File: src/rtl/ser_rx_pkg.sv
package ser_rx_pkg;

   typedef enum logic [2:0] {
      ST_IDLE,
      ST_START,
      ST_DATA,
      ST_PAR,
      ST_STOP,
      ST_WAITHI
   } rx_st_t;

   typedef struct packed {
      logic [7:0] data;
      logic       perr;
      logic       ferr;
      logic       brk;
   } rx_frame_t;

   localparam logic [3:0] IID_LINE  = 4'h6;
   localparam logic [3:0] IID_RX    = 4'h4;
   localparam logic [3:0] IID_THRE  = 4'h2;
   localparam logic [3:0] IID_MODEM = 4'h0;
   localparam logic [3:0] IID_NONE  = 4'h1;

endpackage

File: src/rtl/ser_rx_sync.sv
module ser_rx_sync #(
   parameter int STAGES = 2
) (
   input  logic clk,
   input  logic rst_n,
   input  logic din,
   output logic dout
);
   generate
      if (STAGES == 0) begin : g_bypass
         assign dout = din;
      end else begin : g_chain
         logic [STAGES-1:0] q;
         always_ff @(posedge clk or negedge rst_n) begin
            if (!rst_n) q <= '1;
            else if (STAGES == 1) q <= din;
            else q <= {q[STAGES-2:0], din};
         end
         assign dout = q[STAGES-1];
      end
   endgenerate
endmodule

File: src/rtl/ser_rx_frame.sv
module ser_rx_frame
   import ser_rx_pkg::*;
#(
   parameter int OSR = 16
) (
   input  logic       clk,
   input  logic       rst_n,
   input  logic       tick,
   input  logic       rx,
   input  logic [1:0] cfg_bits,
   input  logic       cfg_par_en,
   input  logic       cfg_par_even,
   output logic       done,
   output rx_frame_t  frame
);
   localparam int CW = $clog2(OSR);
   localparam logic [CW-1:0] MID  = CW'(OSR / 2 - 1);
   localparam logic [CW-1:0] LAST = CW'(OSR - 1);

   generate
      if (OSR < 4 || (OSR % 2) != 0) begin : g_bad_osr
         $error("ser_rx_frame: OSR must be even and at least 4");
      end
   endgenerate

   rx_st_t        st;
   logic [CW-1:0] cnt;
   logic [2:0]    bitn;
   logic [7:0]    acc;
   logic          par;
   logic          anyhi;

   logic [2:0] last_bit;
   logic [1:0] shamt;
   logic       is_brk;
   assign last_bit = 3'd4 + {1'b0, cfg_bits};
   assign shamt    = 2'd3 - cfg_bits;
   assign is_brk   = !rx && !anyhi;

   always_ff @(posedge clk or negedge rst_n) begin
      if (!rst_n) begin
         st    <= ST_IDLE;
         cnt   <= '0;
         bitn  <= '0;
         acc   <= '0;
         par   <= 1'b0;
         anyhi <= 1'b0;
         done  <= 1'b0;
         frame <= '0;
      end else begin
         done <= 1'b0;
         if (tick) begin
            unique case (st)
               ST_IDLE: begin
                  if (!rx) begin
                     st  <= ST_START;
                     cnt <= '0;
                  end
               end
               ST_START: begin
                  if (cnt == MID) begin
                     cnt <= '0;
                     if (!rx) begin
                        st    <= ST_DATA;
                        bitn  <= '0;
                        acc   <= '0;
                        par   <= 1'b0;
                        anyhi <= 1'b0;
                     end else begin
                        st <= ST_IDLE;
                     end
                  end else begin
                     cnt <= cnt + 1'b1;
                  end
               end
               ST_DATA: begin
                  if (cnt == LAST) begin
                     cnt   <= '0;
                     acc   <= {rx, acc[7:1]};
                     par   <= par ^ rx;
                     anyhi <= anyhi | rx;
                     if (bitn == last_bit) st <= cfg_par_en ? ST_PAR : ST_STOP;
                     else bitn <= bitn + 1'b1;
                  end else begin
                     cnt <= cnt + 1'b1;
                  end
               end
               ST_PAR: begin
                  if (cnt == LAST) begin
                     cnt   <= '0;
                     par   <= par ^ rx;
                     anyhi <= anyhi | rx;
                     st    <= ST_STOP;
                  end else begin
                     cnt <= cnt + 1'b1;
                  end
               end
               ST_STOP: begin
                  if (cnt == LAST) begin
                     cnt        <= '0;
                     done       <= 1'b1;
                     frame.data <= is_brk ? 8'h00 : (acc >> shamt);
                     frame.ferr <= !rx;
                     frame.brk  <= is_brk;
                     frame.perr <= cfg_par_en && !is_brk && (par ^ !cfg_par_even);
                     st         <= rx ? ST_IDLE : ST_WAITHI;
                  end else begin
                     cnt <= cnt + 1'b1;
                  end
               end
               ST_WAITHI: begin
                  if (rx) st <= ST_IDLE;
               end
               default: st <= ST_IDLE;
            endcase
         end
      end
   end
endmodule

File: src/rtl/ser_rx_flags.sv
module ser_rx_flags
   import ser_rx_pkg::*;
(
   input  logic       clk,
   input  logic       rst_n,
   input  logic       done,
   input  rx_frame_t  frame,
   input  logic       rd_buf,
   input  logic       rd_lsr,
   input  logic       tx_hold_empty,
   input  logic       tx_shift_empty,
   output logic [7:0] rx_data,
   output logic [7:0] lsr
);
   logic [7:0] buf_q;
   logic dr, oe, pe, fe, bi;

   always_ff @(posedge clk or negedge rst_n) begin
      if (!rst_n) begin
         buf_q <= '0;
         dr    <= 1'b0;
         oe    <= 1'b0;
         pe    <= 1'b0;
         fe    <= 1'b0;
         bi    <= 1'b0;
      end else begin
         if (done) buf_q <= frame.data;
         dr <= done | (dr & ~rd_buf);
         oe <= (oe & ~rd_lsr) | (done & dr & ~rd_buf);
         pe <= (pe & ~rd_lsr) | (done & frame.perr);
         fe <= (fe & ~rd_lsr) | (done & frame.ferr);
         bi <= (bi & ~rd_lsr) | (done & frame.brk);
      end
   end

   assign rx_data = buf_q;
   assign lsr     = {1'b0, tx_shift_empty, tx_hold_empty, bi, fe, pe, oe, dr};
endmodule

File: src/rtl/ser_rx_irq.sv
module ser_rx_irq
   import ser_rx_pkg::*;
(
   input  logic       clk,
   input  logic       rst_n,
   input  logic [4:0] flags,
   input  logic       ien_rx,
   input  logic       ien_line,
   input  logic       ien_thre,
   input  logic       ien_modem,
   input  logic       tx_hold_empty,
   input  logic       modem_chg,
   input  logic       rd_iid,
   output logic [3:0] iid,
   output logic       irq
);
   logic prev_he;
   logic thre_req;

   always_ff @(posedge clk or negedge rst_n) begin
      if (!rst_n) begin
         prev_he  <= 1'b1;
         thre_req <= 1'b0;
      end else begin
         prev_he <= tx_hold_empty;
         if (tx_hold_empty && !prev_he) thre_req <= 1'b1;
         else if (!tx_hold_empty) thre_req <= 1'b0;
         else if (rd_iid && iid == IID_THRE) thre_req <= 1'b0;
      end
   end

   always_comb begin
      if (ien_line && (flags[4:1] != 4'b0))  iid = IID_LINE;
      else if (ien_rx && flags[0])           iid = IID_RX;
      else if (ien_thre && thre_req)         iid = IID_THRE;
      else if (ien_modem && modem_chg)       iid = IID_MODEM;
      else                                   iid = IID_NONE;
   end

   assign irq = (iid != IID_NONE);
endmodule

File: src/rtl/ser_rx_status.sv
module ser_rx_status
   import ser_rx_pkg::*;
#(
   parameter int OSR         = 16,
   parameter int SYNC_STAGES = 2
) (
   input  logic       clk,
   input  logic       rst_n,
   input  logic       tick16,
   input  logic       rxd,
   input  logic [1:0] cfg_bits,
   input  logic       cfg_par_en,
   input  logic       cfg_par_even,
   input  logic       rd_buf,
   input  logic       rd_lsr,
   input  logic       rd_iid,
   input  logic       ien_rx,
   input  logic       ien_line,
   input  logic       ien_thre,
   input  logic       ien_modem,
   input  logic       tx_hold_empty,
   input  logic       tx_shift_empty,
   input  logic       modem_chg,
   output logic [7:0] rx_data,
   output logic [7:0] lsr,
   output logic [3:0] iid,
   output logic       irq
);
   generate
      if (SYNC_STAGES < 0 || SYNC_STAGES > 4) begin : g_bad_sync
         $error("ser_rx_status: SYNC_STAGES must be 0 to 4");
      end
   endgenerate

   logic      rx_s;
   logic      fr_done;
   rx_frame_t fr;

   ser_rx_sync #(.STAGES(SYNC_STAGES)) u_sync (
      .clk(clk), .rst_n(rst_n), .din(rxd), .dout(rx_s)
   );

   ser_rx_frame #(.OSR(OSR)) u_frame (
      .clk(clk), .rst_n(rst_n), .tick(tick16), .rx(rx_s),
      .cfg_bits(cfg_bits), .cfg_par_en(cfg_par_en), .cfg_par_even(cfg_par_even),
      .done(fr_done), .frame(fr)
   );

   ser_rx_flags u_flags (
      .clk(clk), .rst_n(rst_n), .done(fr_done), .frame(fr),
      .rd_buf(rd_buf), .rd_lsr(rd_lsr),
      .tx_hold_empty(tx_hold_empty), .tx_shift_empty(tx_shift_empty),
      .rx_data(rx_data), .lsr(lsr)
   );

   ser_rx_irq u_irq (
      .clk(clk), .rst_n(rst_n), .flags(lsr[4:0]),
      .ien_rx(ien_rx), .ien_line(ien_line), .ien_thre(ien_thre), .ien_modem(ien_modem),
      .tx_hold_empty(tx_hold_empty), .modem_chg(modem_chg), .rd_iid(rd_iid),
      .iid(iid), .irq(irq)
   );
endmodule

File: config.mk
export PLATFORM = sky130hd
export DESIGN_NAME = ser_rx_status
export DESIGN_NICKNAME = d
export VERILOG_FILES = /design/src/rtl/ser_rx_pkg.sv /design/src/rtl/ser_rx_sync.sv /design/src/rtl/ser_rx_frame.sv /design/src/rtl/ser_rx_flags.sv /design/src/rtl/ser_rx_irq.sv /design/src/rtl/ser_rx_status.sv
export SDC_FILE = /design/constraint.sdc
export NUM_CORES = 1
export LEC_CHECK = 0
export ABC_AREA = 0
export BUFFER_PORTS_ARGS = -buffer_cell sky130_fd_sc_hd__buf_2
export CAP_MARGIN = 20
export CORE_ASPECT_RATIO = 1.75
export CORE_UTILIZATION = 60
export CTS_CLUSTER_SIZE = 8
export DETAILED_ROUTE_END_ITERATION = 8
export PLACE_DENSITY = 0.87
export SETUP_SLACK_MARGIN = 0.3
export SLEW_MARGIN = 20
export SYNTH_ARGS = -nofsm -noshare
export SYNTH_HDL_FRONTEND = slang
export SYNTH_SLANG_ARGS = --single-unit
File: constraint.sdc
create_clock -name clk -period 2.45 [get_ports clk]
set_input_delay 0.49 -clock clk [delete_from_list [all_inputs] [get_ports clk]]
set_output_delay 0.49 -clock clk [all_outputs]
set_load 0.01 [all_outputs]
==> metrics.yaml <==
floorplanning:
  die_x_um: 50.6
  pin_count: 39
  die_h_um: 87.1
  fp-row-count: 30
  design.die.area_um2: 4410
  start_util_pct: 63.7
  core_area_um2: 3900
cells_and_area:
  area_growth_pct: 11.2
  num-nets-final: 298
  fin_area_um2: 2760
  drive_above_1_share_pct: 28.0
  antenna_cells: 0
clock_tree:
  hold_buffers: 0
  numCtsBuffers: 5
  cts-root-buf: "clkbuf_8"
  cts_max_level: 2
  cts_max_path_buffers: 2
  cts.sinks: 49
  clk_pin_slew_ns: 0.08
  clk_latency_ns: 0.30
  cts_tree: "done"
setup_path:
  required_ns: 1.96
  worstSetupStartpoint: "u_flags.fe"
  start_kind: "flip-flop"
  critPathCaptureType: "output pin"
  arrival_ns: 1.69
  crit_type: "flip-flop to output pin"
  critical_path.max_fanout: 2
  worstReg2RegStart: "u_frame.cnt[0]"
synthesis:
  ys_seq_elements: 49
  synth_top_cell_by_area: "dfrtp_1"
  yosysSeqAreaShare_pct: 49.5
  ys.flop_type: "dfrtp_1"
  synth_cell_types: 51
  netlist.area_leader.share_pct: 46.3
  yosys_warnings: 0
  synth_edf_count: 0
  synth_area_per_cell_um2: 9.86
  syn_inst: 252
  synth_area_leaders: "dfrtp_1, nand2_1, mux2_2, o21ai_0, dfstp_2"
  syn_area_um2: 2480
  async_flop_share_pct: 100
place:
  portBuffers: 34
  place_area_um2: 2620
  detailed_place_hpwl_um: 3510
  pre_cts_ws_ns: 0.423
  gp_congestion: 0.912
global_routing:
  grt_pass1_wl_um: 8000
  grt_max_degree: 24
  gr-total-overflow: 0
  antenna_found_initial: 0
  grtUsageTotal_pct: 24.4
  grt_pass1_vias: 1864
route:
  via_per_inst: 5.72
  routedWlPerCell_um: 14.3
  firstDrtPassIters: 4
  drc: 0
  drt_iter0_drc: 45
  dr_total_vias: 1872
  ant_nets: 0
  wl_um: 4660
status:
  status: "finished clean"
timing:
  setup_tns_ns: 0
  finalSetupViolCount: 0
  setup_slack_ns: 0.267
  rsz0062_at_grt: "yes"
  timing.final.crit_share_pct: 89.1
  fin_crit_ns: 2.18
  drv_slew: 0
  hold_viol: 0
  fin_skew_ns: 0.00242
  fmax_mhz: 458
job:
  max_cap_violations: 0
pwr:
  power_leakage_nw: 1.33
  power_density_nw_per_um2: 632
  ir_drop_v: 0.000515
min_path:
  hold_class: "primary input to asynchronous set/reset pin"
==> cell families (layout without fill, tap and decap cells) <==
family	count (synthesis)	in the layout	synth area share [%]
DFF	49	49	49.5
AOI/OAI and AO/OA	58	58	15.5
muxes	17	17	9.11
buffers and inverters	33	59	6.95
adders and majority gates	2	2	1.01
other	1	2	0.151
xor gates and xnor gates	5	5	2.06
and+or+nand+nor	87	87	15.7
==> synth_stat cells (2+ instances only) <==
cell / number
mux4_2: 3
a21o_1: 2
nand3_1: 7
o31ai_1: 2
dfrtp_1: 46
o21ai_1: 8
inv_1: 8
a22o_1: 4
clkbuf_1: 7
nor2b_1: 2
mux2_2: 11
ha_1: 2
buf_2: 6
nor2_1: 18
nand4_1: 2
nand2_1: 47
or2_2: 2
mux2i_1: 2
and3b_1: 2
o21ai_0: 22
dfstp_2: 3
xnor2_1: 3
o211ai_2: 2
a21oi_1: 6
buf_4: 9
==> final timing paths <==
kind / to / slack, ns / cells past startpoint
min reg2reg: u_sync.g_chain.q[1] / 0.36 / 0
min: u_flags.rx_data[5] / 0.14 / 1
max reg2reg: u_frame.st[0] / 0.73 / 6
min in group clk: u_sync.g_chain.q[0] / 0.28 / 1
max: iid[0] / 0.27 / 5
max in group asynchronous: u_frame.acc[0] / 1.71 / 2
==> routing by layer <==
metal | global-route usage (%) | vias to the layer above | share of wire [%]
met5 | 0 | - | 0
met4 | 13.1 | 0 | 2.6
met3 | 4.89 | 12 | 4.1
met2 | 46.8 | 53 | 56
met1 | 23.4 | 900 | 38
li1 | - | 907 | -
==> layout by cell type (no fill, tap or decap), types with 2 or more instances in the layout <==
master,Yosys,layout
or2_2,2,2
conb_1,1,2
a22o_1,4,4
ha_1,2,2
nand4_1,2,2
a21o_1,2,2
nand2_1,47,47
o211ai_2,2,2
o31ai_1,2,2
nor2_1,18,18
inv_1,8,8
buf_4,9,7
a21oi_1,6,6
o21ai_1,8,8
nand3_1,7,7
buf_6,1,3
mux2_2,11,11
xnor2_1,3,3
o21ai_0,22,22
dfrtp_1,46,46
dfstp_2,3,3
nor2b_1,2,2
mux2i_1,2,2
clkbuf_8,0,5
buf_2,6,32
mux4_2,3,3
and3b_1,2,2
clkinvlp_4,0,2
==> worst max-delay path: stages (launching register included) <==
cell     delay, ns
dfrtp_1       0.41
o41ai_4       0.40
nand2_1       0.12
a221o_1       0.31
inv_2         0.06
buf_6         0.09
==> metrics by stage <==
step	instances	hold WS, ns	util [%]	total power [mW]
3_3_place_gp	316	0.346	67.1	1.29
3_5_place_dp	316	0.349	67.1	1.30
5_1_grt	327	0.180	70.8	1.85
6_report	327	0.142	70.8	1.75
2_1_floorplan	253	0.194	-	1.21
4_1_cts	327	0.157	70.5	1.76
==> layout make-up <==
class	instances	area, µm²
Sequential cell	49	1230
Fill cell	304	1140
Multi-Input combinational cell	171	1100
Timing Repair Buffer	42	246
Clock buffer	6	72.6
Tap cell	48	60.1
Inverter	9	33.8
Clock inverter	2	15.0
==> flip-flops by register name (all words and copies together) (netlist names) <==
name              cells
u_frame.st            3
u_frame.done          1
u_flags.rx_data       8
u_flags.fe            1
u_frame.bitn          3
u_flags.bi            1
u_flags.dr            1
u_irq.thre_req        1
u_frame.anyhi         1
u_flags.pe            1
u_frame.frame        11
u_flags.oe            1
u_sync.g_chain.q      2
u_frame.acc           8
u_frame.cnt           4
u_irq.prev_he         1
u_frame.par           1
==> power by group <==
group | internal (mW) | total (mW) | switching (mW) | leakage, nW
clock | 0.201 | 0.459 | 0.258 | 0.0374
combinational | 0.149 | 0.313 | 0.163 | 0.638
sequential | 0.881 | 0.976 | 0.0946 | 0.656
total | 1.23 | 1.75 | 0.516 | 1.33
==> timing repair <==
item                                    CTS  global route
pin swaps                                 2             0
cloned                                    0             0
resized for setup                         3             2
endpoints found under the setup margin    2             3
buffers inserted                          3             0
Power figures use the tool's default switching activity.
